$ cat src/rtl/intc_pkg.sv
package intc_pkg;
  localparam int REG_W    = 8;
  localparam int PORT_W   = 4;
  localparam int B_GLOBAL = 7;
  localparam int B_PERIPH = 6;
  localparam int B_TMR_EN = 5;
  localparam int B_EXT_EN = 4;
  localparam int B_PRT_EN = 3;
  localparam int B_TMR_F  = 2;
  localparam int B_EXT_F  = 1;
  localparam int B_PRT_F  = 0;
  localparam int NCORE    = 3;

  typedef struct packed {
    logic tmr;
    logic ext;
    logic prt;
  } core_evt_t;
endpackage

$ cat src/rtl/intc_sync.sv
module intc_sync #(
  parameter int W = 1,
  parameter int STAGES = 2
) (
  input  logic         clk,
  input  logic         rst_n,
  input  logic [W-1:0] d,
  output logic [W-1:0] q
);
  logic [W-1:0] stg [STAGES];

  always_ff @(posedge clk) begin
    if (!rst_n) begin
      for (int i = 0; i < STAGES; i++) stg[i] <= '0;
    end else begin
      stg[0] <= d;
      for (int i = 1; i < STAGES; i++) stg[i] <= stg[i-1];
    end
  end

  assign q = stg[STAGES-1];
endmodule

$ cat src/rtl/intc_detect.sv
module intc_detect
  import intc_pkg::*;
(
  input  logic              clk,
  input  logic              rst_n,
  input  logic              ext_s,
  input  logic              edge_rise,
  input  logic [PORT_W-1:0] port_s,
  input  logic              tmr_ovf,
  output core_evt_t         evt
);
  logic              ext_prev;
  logic [PORT_W-1:0] port_prev;

  always_ff @(posedge clk) begin
    if (!rst_n) begin
      ext_prev  <= 1'b0;
      port_prev <= '0;
    end else begin
      ext_prev  <= ext_s;
      port_prev <= port_s;
    end
  end

  always_comb begin
    evt.tmr = tmr_ovf;
    evt.ext = edge_rise ? (ext_s & ~ext_prev) : (~ext_s & ext_prev);
    evt.prt = |(port_s ^ port_prev);
  end
endmodule

$ cat src/rtl/intc_ctrl_reg.sv
module intc_ctrl_reg
  import intc_pkg::*;
(
  input  logic             clk,
  input  logic             rst_n,
  input  logic             wr,
  input  logic [REG_W-1:0] wdata,
  input  core_evt_t        evt,
  output logic [REG_W-1:0] q
);
  logic [REG_W-1:0] hw_set;

  always_comb begin
    hw_set          = '0;
    hw_set[B_TMR_F] = evt.tmr;
    hw_set[B_EXT_F] = evt.ext;
    hw_set[B_PRT_F] = evt.prt;
  end

  always_ff @(posedge clk) begin
    if (!rst_n) q <= '0;
    else if (wr) q <= wdata | hw_set;
    else         q <= q | hw_set;
  end
endmodule

$ cat src/rtl/intc_gate.sv
module intc_gate
  import intc_pkg::*;
#(
  parameter int NPER = 8
) (
  input  logic              clk,
  input  logic              rst_n,
  input  logic              ext_pin,
  input  logic              edge_rise,
  input  logic [PORT_W-1:0] port_hi,
  input  logic              tmr_ovf,
  input  logic [NPER-1:0]   per_flag,
  input  logic [NPER-1:0]   per_en,
  input  logic              reg_wr,
  input  logic [REG_W-1:0]  reg_wdata,
  output logic [REG_W-1:0]  reg_rdata,
  output logic              cpu_irq,
  output logic              wake
);
  localparam int SYNC_W = PORT_W + 1;

  logic [SYNC_W-1:0] raw_in, sync_out;
  core_evt_t         evt;
  logic [REG_W-1:0]  ctl;
  logic [NCORE-1:0]  core_hit;
  logic              per_hit;

  assign raw_in = {ext_pin, port_hi};

  intc_sync #(.W(SYNC_W), .STAGES(2)) u_sync (
    .clk(clk), .rst_n(rst_n), .d(raw_in), .q(sync_out)
  );

  intc_detect u_det (
    .clk(clk), .rst_n(rst_n),
    .ext_s(sync_out[SYNC_W-1]), .edge_rise(edge_rise),
    .port_s(sync_out[PORT_W-1:0]), .tmr_ovf(tmr_ovf), .evt(evt)
  );

  intc_ctrl_reg u_reg (
    .clk(clk), .rst_n(rst_n), .wr(reg_wr), .wdata(reg_wdata),
    .evt(evt), .q(ctl)
  );

  assign core_hit[0] = ctl[B_PRT_F] & ctl[B_PRT_EN];
  assign core_hit[1] = ctl[B_EXT_F] & ctl[B_EXT_EN];
  assign core_hit[2] = ctl[B_TMR_F] & ctl[B_TMR_EN];
  assign per_hit     = ctl[B_PERIPH] & |(per_flag & per_en);

  assign reg_rdata = ctl;
  assign wake      = |core_hit | per_hit;
  assign cpu_irq   = wake & ctl[B_GLOBAL];
endmodule

$ cat config.mk
export PLATFORM = sky130hd
export DESIGN_NAME = intc_gate
export DESIGN_NICKNAME = d
export VERILOG_FILES = /design/src/rtl/intc_pkg.sv /design/src/rtl/intc_sync.sv /design/src/rtl/intc_detect.sv /design/src/rtl/intc_ctrl_reg.sv /design/src/rtl/intc_gate.sv
export SDC_FILE = /design/constraint.sdc
export NUM_CORES = 1
export LEC_CHECK = 0
export BUFFER_PORTS_ARGS = -buffer_cell sky130_fd_sc_hd__buf_2
export CAP_MARGIN = 20
export CORE_MARGIN = 2
export CORE_UTILIZATION = 45
export CTS_CLUSTER_DIAMETER = 150
export CTS_CLUSTER_SIZE = 14
export DETAILED_ROUTE_END_ITERATION = 10
export PLACE_DENSITY = 0.92
export SYNTH_ARGS = -nofsm -noshare
export SYNTH_HDL_FRONTEND = slang
export SYNTH_SLANG_ARGS = --single-unit
$ cat constraint.sdc
create_clock -name clk -period 1.9 [get_ports clk]
set_clock_uncertainty 0.1 [all_clocks]
set_input_delay 0.38 -clock clk [delete_from_list [all_inputs] [get_ports clk]]
set_output_delay 0.38 -clock clk [all_outputs]
set_load 0.01 [all_outputs]
==> impl_metrics.env, run 1 <==
export IMPL_outcome="finished clean"
export IMPL_clk_transition_reported_paths_ps=120
export IMPL_floorplan_rows=15
export IMPL_crit_required_ps=1420
export IMPL_setup_worst_path_end_class="output port"
export IMPL_drt_pass1_iterations=4
export IMPL_n_fill_cell=145
export IMPL_setup_viol=0
export IMPL_cts_tree="yes"
export IMPL_numClockSinks=23
export IMPL_drt_total_wl_um=1660
export IMPL_setup_repair_after_global_routing_missed_its_margin="true"
export IMPL_synthesis_area_per_instance_sq_um=10.8
export IMPL_total_track_usage=0.159
export IMPL_detailed_place_hpwl_um=1360
export IMPL_holdCritPathClass="in -> reg"
export IMPL_cpMaxStageDelayCell="sky130_fd_sc_hd__dfxtp_2"
export IMPL_vdd_ir_drop_worst_uv=528
export IMPL_die_area_sq_mm=0.00219
export IMPL_count_of_synthesis_stage_warnings_from_yosys=0
export IMPL_syn2layout_area_growth_pct=32.2
export IMPL_drc=0
export IMPL_io_pins=44
export IMPL_finalNonFillerCells=146
export IMPL_max_clock_freq_mhz=538
export IMPL_cts_buffers=3
export IMPL_root_buffer="sky130_fd_sc_hd__clkbuf_4"
export IMPL_crit_type="reg -> out"
export IMPL_final_cell_area_sq_mm=0.00109
export IMPL_finalWorstPathRequiredPeriod_ps=1860
export IMPL_floorplan_initialDensity=0.478
export IMPL_die_w_um=46.8
export IMPL_cp_max_fo=3
export IMPL_num_antenna_cells=0
export IMPL_vias_in_the_first_global_route=609
export IMPL_layout_common_cells="sky130_fd_sc_hd__buf_2, sky130_fd_sc_hd__dfxtp_1, sky130_fd_sc_hd__and2_1, sky130_fd_sc_hd__mux2i_1, sky130_fd_sc_hd__nor2_1"
export IMPL_final_nets=156
export IMPL_clock_tree_htree_level_count=1
export IMPL_report_final_slew_viol_count=0
export IMPL_port_buffer_count=43
export IMPL_grt_first_pass_wirelength_um=2320
export IMPL_final_layout_size_suffix_gt1_frac=0.413
export IMPL_start_kind="register"
export IMPL_syn_cell_area_sq_um=825
export IMPL_worstMarginPinSlew_ps=203
export IMPL_syn_nets=110
export IMPL_antenna_found_initial=0
export IMPL_grt_overflow=0
export IMPL_hold_viol=0
export IMPL_placed_area_sq_mm=0.00106
export IMPL_bufs_and_invs_on_worst_path=1
export IMPL_die_height_um=46.8
export IMPL_postSynthRegisterBits=23
export IMPL_cts_root_to_sink_buffers=2
export IMPL_vias=706
export IMPL_netlist_cell_type_count=22
export IMPL_wl_per_cell_um=11.3
export IMPL_tns_ps=0
export IMPL_clk_insertion_delay_late_ps=310
export IMPL_max_cap_viol_count=0
export IMPL_critical_path_top_delay_family="compound AO/OA/AOI/OAI gates"
export IMPL_leakage_nw=0.555
export IMPL_syn_instance_count=76
export IMPL_route_antenna_remaining_nets=0
export IMPL_critical_path_max_stage_delay_ps=350
export IMPL_floorplan_core_area_sq_mm=0.00173
export IMPL_layout_commonest_cell="sky130_fd_sc_hd__buf_2"
export IMPL_dp_cells=142
export IMPL_max_slew_margin_rel=0.861
export IMPL_final_min_period_over_clock_period=0.978
export IMPL_power_per_cell_area_mw_per_mm2=780
export IMPL_via_per_inst=4.84
export IMPL_drt_iter0_markers=5
export IMPL_hold_ws_ps=165
export IMPL_crit_chain="a22o_1, o21a_1, a31o_1, buf_2"
export IMPL_grt_max_degree=17
export IMPL_cp_arrival_ps=1380
export IMPL_ys_seq_area_frac=0.558
export IMPL_globalplace_congestion=0.648
## layer usage
metal  vias to the layer above  wire (um)  share of wire  track usage
met2                        46        812           0.49        0.299
met1                       303        600           0.36        0.135
met5                         -          0              0            0
met4                         0         61          0.037        0.144
li1                        351          -              -            -
met3                         6        181           0.11       0.0346
## metrics by stage
step / util / setup slack (ps) / power [mW]
floorplan: - / 422 / 0.586
global placement: 0.614 / 189 / 0.638
detailed placement: 0.614 / 184 / 0.645
CTS: 0.630 / 12.7 / 0.859
global route: 0.631 / -18.6 / 0.893
finish: 0.631 / 41.7 / 0.850
## flip-flops by register name, summed over array words and instances (netlist names)
| name | cells |
|---|---|
| u_reg.q | 8 |
| u_sync.stg | 10 |
| u_det.port_prev | 4 |
| u_det.ext_prev | 1 |
## synth_stat cells
cell / number / area, sq um
sky130_fd_sc_hd__dfxtp_1: 23 / 460
sky130_fd_sc_hd__and2_1: 16 / 100
sky130_fd_sc_hd__mux2i_1: 7 / 70.1
sky130_fd_sc_hd__nor2_1: 7 / 26.3
sky130_fd_sc_hd__a22oi_1: 3 / 22.5
sky130_fd_sc_hd__xor2_1: 3 / 26.3
sky130_fd_sc_hd__a31oi_1: 2 / 12.5
sky130_fd_sc_hd__a211o_1: 1 / 8.76
sky130_fd_sc_hd__a211oi_1: 1 / 7.51
sky130_fd_sc_hd__a22o_1: 1 / 8.76
sky130_fd_sc_hd__a22oi_2: 1 / 12.5
sky130_fd_sc_hd__a31o_1: 1 / 8.76
sky130_fd_sc_hd__buf_4: 1 / 7.51
sky130_fd_sc_hd__clkbuf_1: 1 / 3.75
sky130_fd_sc_hd__inv_1: 1 / 3.75
sky130_fd_sc_hd__nand2_1: 1 / 3.75
sky130_fd_sc_hd__nand3b_1: 1 / 7.51
sky130_fd_sc_hd__nand4_1: 1 / 6.26
sky130_fd_sc_hd__nor2b_1: 1 / 6.26
sky130_fd_sc_hd__nor3_1: 1 / 5.00
sky130_fd_sc_hd__o21a_1: 1 / 7.51
sky130_fd_sc_hd__xnor2_1: 1 / 8.76
## path summary, 6_finish.rpt
path	from	end	slack [ps]	cells past startpoint
worst min register to register	u_sync.stg[0][0]$_SDFF_PN0_	u_sync.stg[0][5]$_SDFF_PN0_	340	1
worst max-delay path	u_reg.q[4]$_SDFFE_PN0P_	cpu_irq	40	4
worst max register to register	u_sync.stg[0][5]$_SDFF_PN0_	u_reg.q[0]$_SDFF_PN0_	930	3
worst min-delay path	port_hi[1]	u_sync.stg[0][1]$_SDFF_PN0_	170	2
## where the power goes
part | internal, mW | leakage, nW | total (mW) | switching [mW]
clock network | 0.0786 | 0.0177 | 0.217 | 0.138
registers | 0.507 | 0.190 | 0.522 | 0.0147
logic | 0.0626 | 0.347 | 0.111 | 0.0484
## what timing repair did
| action | in CTS | in global routing |
|---|---|---|
| hold buffers | 0 | 0 |
| resized for setup | 0 | 2 |
| setup endpoints to repair | 0 | 1 |
| setup buffers | 0 | 0 |
## worst reg2reg max path, cell delays in order, from the launching register on
cell and delay, ps:
sky130_fd_sc_hd__dfxtp_1 340, sky130_fd_sc_hd__xor2_1 140, sky130_fd_sc_hd__nor3_1 180, sky130_fd_sc_hd__a31oi_1 100
## logic make-up after synthesis
kind of cell	count (synthesis)	synth area share
XOR/XNOR	4	0.0425
AND/OR/NAND/NOR	28	0.188
multiplexers	7	0.0850
flip-flops	23	0.558
buffers and inverters	3	0.0182
AO/OA/AOI/OAI	11	0.108
## cell type report
type	count	area, sq um	area share
inverter	1	3.75	0.00344
timing repair buffer	43	215	0.197
sequential	23	463	0.425
clock buffer	3	22.5	0.0207
clock inverter	1	5.00	0.00459
multi-input combinational	50	349	0.320
tap	25	31.3	0.0287
No activity file was read; power rests on OpenSTA's default activity.
==> run 2, diff against run 1 <==
--- a/config.mk
+++ b/config.mk
@@ -12,7 +12,9 @@
 export CTS_CLUSTER_DIAMETER = 150
 export CTS_CLUSTER_SIZE = 14
 export DETAILED_ROUTE_END_ITERATION = 10
-export PLACE_DENSITY = 0.92
+export HOLD_SLACK_MARGIN = 0.02
+export PLACE_DENSITY = 0.8
+export SKIP_CTS_REPAIR_TIMING = 1
 export SYNTH_ARGS = -nofsm -noshare
 export SYNTH_HDL_FRONTEND = slang
 export SYNTH_SLANG_ARGS = --single-unit
==> run 2 against run 1 <==
  * Non-clock buffer count unchanged
  * Fmax is 0.47% higher
  * Highest routed layer unchanged
  * Largest power group unchanged
  * Sequential power is essentially flat
  * Via count is 0.71% lower
  * Die area stayed put
  * Critical path depth is the same
  * Sequential cell count unchanged
  * Power fell by 0.79%
==> impl_metrics.env, run 2 (synthesized netlist as in run 1, its figures left out) <==
export IMPL_cpMaxStageDelayCell="sky130_fd_sc_hd__dfxtp_1"
export IMPL_io_pins=44
export IMPL_root_buffer="sky130_fd_sc_hd__clkbuf_4"
export IMPL_r2r_worst_path_cells=3
export IMPL_max_slew_margin_rel=0.846
export IMPL_crit_chain="a22o_1, o21a_1, a31o_1, buf_2"
export IMPL_die_area_sq_mm=0.00219
export IMPL_die_height_um=46.8
export IMPL_hold_ws_ps=172
export IMPL_die_w_um=46.8
export IMPL_bufs_and_invs_on_worst_path=1
export IMPL_totalPowerFinal_mw=0.843
export IMPL_tns_ps=0
export IMPL_clk_transition_reported_paths_ps=120
export IMPL_layout_common_cells="sky130_fd_sc_hd__buf_2, sky130_fd_sc_hd__dfxtp_1, sky130_fd_sc_hd__and2_1, sky130_fd_sc_hd__mux2i_1, sky130_fd_sc_hd__nor2_1"
export IMPL_worstMarginPinSlew_ps=232
export IMPL_cp_arrival_ps=1370
export IMPL_report_final_slew_viol_count=0
export IMPL_biggestRegsByFlops="u_sync.stg (10), u_reg.q (8), u_det.port_prev (4)"
export IMPL_critical_path_reg2reg_endpoint="u_reg.q[0]$_SDFF_PN0_"
export IMPL_finalWorstPathRequiredPeriod_ps=1850
export IMPL_cts_root_to_sink_buffers=2
export IMPL_setup_worst_path_end_class="output port"
export IMPL_detailed_place_hpwl_um=1200
export IMPL_layout_commonest_cell="sky130_fd_sc_hd__buf_2"
export IMPL_area_sequential_sq_um=460
export IMPL_total_track_usage=0.145
export IMPL_crit_type="reg -> out"
export IMPL_final_nets=156
export IMPL_power_per_cell_area_mw_per_mm2=775
export IMPL_start_kind="register"
export IMPL_grt_max_degree=17
export IMPL_setup_repair_after_global_routing_missed_its_margin="false"
export IMPL_syn2layout_area_growth_pct=31.9
export IMPL_vias_in_the_first_global_route=582
export IMPL_drt_total_wl_um=1490
export IMPL_via_per_inst=4.80
export IMPL_setup_reg_to_reg_worst_slack_ps=960
export IMPL_max_cap_viol_count=0
export IMPL_cp_max_fo=3
export IMPL_antenna_found_initial=0
export IMPL_floorplan_initialDensity=0.478
export IMPL_final_core_util=0.630
export IMPL_port_buffer_count=43
export IMPL_largest_register_ffs=10
export IMPL_numClockSinks=23
export IMPL_drt_pass1_iterations=2
export IMPL_grt_overflow=0
export IMPL_cts_buffers=3
export IMPL_leakage_nw=0.554
export IMPL_final_min_period_over_clock_period=0.974
export IMPL_cts_tree="yes"
export IMPL_floorplan_core_area_sq_mm=0.00173
export IMPL_vias=701
export IMPL_drt_iter0_markers=2
export IMPL_hold_path_end="u_sync.stg[0][2]$_SDFF_PN0_"
export IMPL_critical_path_top_delay_family="compound AO/OA/AOI/OAI gates"
export IMPL_vdd_ir_drop_worst_uv=564
export IMPL_globalplace_congestion=0.661
export IMPL_critical_path_max_stage_delay_ps=340
export IMPL_final_layout_size_suffix_gt1_frac=0.397
export IMPL_setup_viol=0
export IMPL_wl_per_cell_um=10.2
export IMPL_outcome="finished clean"
export IMPL_n_fill_cell=157
export IMPL_clock_tree_htree_level_count=1
export IMPL_largest_reg_by_ff_count="u_sync.stg"
export IMPL_drc=0
export IMPL_grt_first_pass_wirelength_um=2170
export IMPL_route_antenna_remaining_nets=0
export IMPL_holdCritPathClass="in -> reg"
export IMPL_hold_viol=0
export IMPL_num_antenna_cells=0
export IMPL_origin_of_the_worst_min_delay_path="port_hi[2]"
export IMPL_max_clock_freq_mhz=541
export IMPL_worstReg2RegStart="u_det.port_prev[0]$_SDFF_PN0_"
export IMPL_multi_input_area_sq_um=349
export IMPL_whs_path_depth=2
export IMPL_crit_required_ps=1420
export IMPL_floorplan_rows=15
export IMPL_clk_insertion_delay_late_ps=300
[run 2: worst reg2reg max path: cells and delay by family (launching register included)]
| kind | cells | cell delay, ps |
|---|---|---|
| flip-flops | 1 | 330 |
| AND/OR/NAND/NOR | 1 | 180 |
| XOR/XNOR | 1 | 150 |
| AO/OA/AOI/OAI | 1 | 90 |
[run 2: final cells by class]
cell class / count / area share
Sequential cell: 23 / 0.423
Timing Repair Buffer: 43 / 0.198
Tap cell: 25 / 0.0288
Clock buffer: 3 / 0.0207
Inverter: 1 / 0.00345
Multi-Input combinational cell: 50 / 0.321
Clock inverter: 1 / 0.00460
[run 2: power breakdown]
part | total [mW] | switching, mW | internal, mW
combinational | 0.110 | 0.0471 | 0.0626
clock | 0.214 | 0.135 | 0.0785
sequential | 0.520 | 0.0131 | 0.507
[run 2: worst max path at each step]
stage	startpoint	to	cells after the start
2_1_floorplan	per_flag[0]	wake	3
3_3_place_gp	per_flag[2]	wake	5
3_5_place_dp	per_flag[0]	wake	5
4_1_cts	u_reg.q[1]$_SDFF_PN0_	cpu_irq	4
5_1_grt	u_reg.q[1]$_SDFF_PN0_	cpu_irq	4
6_report	u_reg.q[1]$_SDFF_PN0_	cpu_irq	4
[run 2: through the flow]
stage | area, sq um | setup WS (ps) | std cells
after detailed placement | 1060 | 156 | 142
after global placement | 1060 | 208 | 142
after CTS | 1090 | 35.6 | 146
after global routing | 1090 | 1.51 | 146
after floorplan | 825 | 422 | 76
final | 1090 | 50.3 | 146
[run 2: metal layers]
metal	track usage	wire, um	vias up	share of wire
li1	-	-	351	-
met2	0.255	730	34	0.49
met3	0.0308	140	4	0.094
met1	0.147	586	312	0.39
met5	0	0	-	0
met4	0.117	34	0	0.023
==> run 3, diff against run 2 <==
--- a/config.mk
+++ b/config.mk
@@ -5,15 +5,16 @@
 export SDC_FILE = /design/constraint.sdc
 export NUM_CORES = 1
 export LEC_CHECK = 0
+export ABC_AREA = 1
 export BUFFER_PORTS_ARGS = -buffer_cell sky130_fd_sc_hd__buf_2
 export CAP_MARGIN = 20
 export CORE_MARGIN = 2
-export CORE_UTILIZATION = 45
+export CORE_UTILIZATION = 47
 export CTS_CLUSTER_DIAMETER = 150
 export CTS_CLUSTER_SIZE = 14
 export DETAILED_ROUTE_END_ITERATION = 10
 export HOLD_SLACK_MARGIN = 0.02
-export PLACE_DENSITY = 0.8
+export PLACE_DENSITY = 0.82
 export SKIP_CTS_REPAIR_TIMING = 1
 export SYNTH_ARGS = -nofsm -noshare
 export SYNTH_HDL_FRONTEND = slang
==> run 3 against run 2 <==
  * Sequential cell count unchanged
  * Fmax increased by 12%
  * First-iteration DRC count increased to 7.5 times the previous value
==> impl_metrics.env, run 3 <==
export IMPL_final_core_util=0.649
export IMPL_drt_total_wl_um=1570
export IMPL_syn2layout_area_growth_pct=28.6
export IMPL_synth_edff_count=0
export IMPL_clk_insertion_delay_late_ps=290
export IMPL_finalNonFillerCells=191
export IMPL_finalWorstSetupSlack_ps=252
export IMPL_grt_overflow=0
export IMPL_layout_common_cells="sky130_fd_sc_hd__buf_2, sky130_fd_sc_hd__nand2_1, sky130_fd_sc_hd__dfxtp_1, sky130_fd_sc_hd__inv_1, sky130_fd_sc_hd__nor2_1"
export IMPL_total_track_usage=0.161
export IMPL_final_layout_size_suffix_gt1_frac=0.289
export IMPL_post_synth_main_area_contributors="sky130_fd_sc_hd__dfxtp_1, sky130_fd_sc_hd__nand2_1, sky130_fd_sc_hd__inv_1"
export IMPL_holdCritPathClass="in -> reg"
export IMPL_floorplan_core_area_sq_mm=0.00175
export IMPL_synthesis_area_per_instance_sq_um=7.22
export IMPL_syn_cell_area_sq_um=881
export IMPL_multi_input_area_sq_um=310
export IMPL_setup_worst_path_end_class="output port"
export IMPL_clk_transition_reported_paths_ps=110
export IMPL_totalPowerFinal_mw=0.853
export IMPL_final_nets=201
export IMPL_num_antenna_cells=0
export IMPL_critical_path_reg2reg_endpoint="u_reg.q[0]$_SDFF_PN0_"
export IMPL_leakage_nw=0.717
export IMPL_finalWorstPathRequiredPeriod_ps=1650
export IMPL_setup_repair_after_global_routing_missed_its_margin="false"
export IMPL_drt_pass1_iterations=4
export IMPL_floorplan_rows=15
export IMPL_crit_required_ps=1420
export IMPL_synth_cell_count_leaders="sky130_fd_sc_hd__nand2_1, sky130_fd_sc_hd__dfxtp_1, sky130_fd_sc_hd__inv_1, sky130_fd_sc_hd__nor2_1"
export IMPL_setup_viol=0
export IMPL_power_per_cell_area_mw_per_mm2=754
export IMPL_biggestRegsByFlops="u_sync.stg (10), u_reg.q (8), u_det.port_prev (4)"
export IMPL_synth_async_reset_ratio=0
export IMPL_tns_ps=0
export IMPL_report_final_slew_viol_count=0
export IMPL_syn_nets=156
export IMPL_postSynthRegisterBits=23
export IMPL_worstReg2RegStart="u_sync.stg[0][5]$_SDFF_PN0_"
export IMPL_cts_buffers=3
export IMPL_numClockSinks=23
export IMPL_synth_largest_area_cell="sky130_fd_sc_hd__dfxtp_1"
export IMPL_synth_most_common_cell="sky130_fd_sc_hd__nand2_1"
export IMPL_cp_max_fo=3
export IMPL_max_clock_freq_mhz=607
export IMPL_start_kind="register"
export IMPL_n_fill_cell=159
export IMPL_vias=835
export IMPL_count_of_synthesis_stage_warnings_from_yosys=0
export IMPL_hold_ws_ps=155
export IMPL_wl_per_cell_um=8.23
export IMPL_cts_root_to_sink_buffers=2
export IMPL_via_per_inst=4.37
export IMPL_netlist_cell_type_count=15
export IMPL_whs_path_depth=3
export IMPL_ys_dominant_reg_cell="sky130_fd_sc_hd__dfxtp_1"
export IMPL_globalplace_congestion=0.787
export IMPL_synth_top_area_share=0.523
export IMPL_dp_cells=187
export IMPL_max_slew_margin_rel=0.758
export IMPL_crit_type="reg -> out"
export IMPL_setup_reg_to_reg_worst_slack_ps=960
export IMPL_port_buffer_count=43
export IMPL_drc=0
export IMPL_grt_first_pass_wirelength_um=2570
export IMPL_largest_reg_by_ff_count="u_sync.stg"
export IMPL_worstMarginPinSlew_ps=362
export IMPL_clock_tree_htree_level_count=1
export IMPL_cts_tree="yes"
export IMPL_place_ws_ps=384
export IMPL_max_cap_viol_count=0
export IMPL_layout_commonest_cell="sky130_fd_sc_hd__buf_2"
export IMPL_die_area_sq_mm=0.00224
export IMPL_final_cell_area_sq_mm=0.00113
export IMPL_origin_of_the_worst_min_delay_path="port_hi[3]"
export IMPL_vdd_ir_drop_worst_uv=539
export IMPL_ys_seq_area_frac=0.523
export IMPL_root_buffer="sky130_fd_sc_hd__clkbuf_4"
export IMPL_detailed_place_hpwl_um=1240
export IMPL_hold_viol=0
export IMPL_floorplan_initialDensity=0.505
export IMPL_io_pins=44
export IMPL_drt_iter0_markers=15
export IMPL_grt_max_degree=24
export IMPL_r2r_worst_path_cells=7
export IMPL_antenna_found_initial=0
export IMPL_cp_arrival_ps=1170
export IMPL_hold_path_end="u_sync.stg[0][3]$_SDFF_PN0_"
export IMPL_placed_area_sq_mm=0.00111
export IMPL_largest_register_ffs=10
export IMPL_outcome="finished clean"
export IMPL_route_antenna_remaining_nets=0
export IMPL_die_w_um=47.3
export IMPL_vias_in_the_first_global_route=758
export IMPL_die_height_um=47.3
export IMPL_area_sequential_sq_um=460
export IMPL_final_min_period_over_clock_period=0.868
export IMPL_crit_start="u_reg.q[0]$_SDFF_PN0_"
export IMPL_syn_instance_count=122
==> run 3: changes by cell type after synthesis, moves of 7 or more <==
cell and change:
sky130_fd_sc_hd__and2_1 -16, sky130_fd_sc_hd__inv_1 +21, sky130_fd_sc_hd__mux2i_1 -7, sky130_fd_sc_hd__nand2_1 +39
sky130_fd_sc_hd__nor2_1 +7
==> run 3: final cells by class <==
class,instances,share of cell area
flip-flops and latches,23,0.407
well taps,25,0.0276
inverters,23,0.0785
repair buffers,43,0.190
clock buffers,4,0.0232
multi-input cells,73,0.274
==> run 3: kinds of logic after synthesis <==
logic type	synth area share
simple gates	0.260
xor+xnor	0.0298
buf+inv	0.125
flops	0.523
compound gates	0.0625
==> run 3: report_power, final <==
part           internal, mW  total, mW  switching, mW
Combinational        0.0591      0.121         0.0617
Sequential            0.508      0.522         0.0139
Clock                0.0817      0.211          0.129
==> run 3: per-layer routing <==
| metal | wire, um | vias up | part of all wire | GRT usage |
|---|---|---|---|---|
| li1 | - | 445 | - | - |
| met1 | 669 | 357 | 0.43 | 0.151 |
| met2 | 766 | 31 | 0.49 | 0.324 |
| met3 | 122 | 2 | 0.078 | 0.0231 |
| met4 | 12 | 0 | 0.0076 | 0.0833 |
| met5 | 0 | - | 0 | 0 |
==> run 3: how the worst max path moves through the flow <==
stage	to	depth (start not counted)
after global routing	cpu_irq	5
after CTS	cpu_irq	5
after detailed placement	cpu_irq	8
after floorplan	cpu_irq	6
final	cpu_irq	5
after global placement	cpu_irq	8
==> run 3: critical path, cell delays in order (launching register included) <==
cell and delay [ps]:
sky130_fd_sc_hd__dfxtp_1 350, sky130_fd_sc_hd__nand2_1 70, sky130_fd_sc_hd__nand2_1 50, sky130_fd_sc_hd__a21oi_1 170, sky130_fd_sc_hd__a21oi_1 90, sky130_fd_sc_hd__buf_2 140
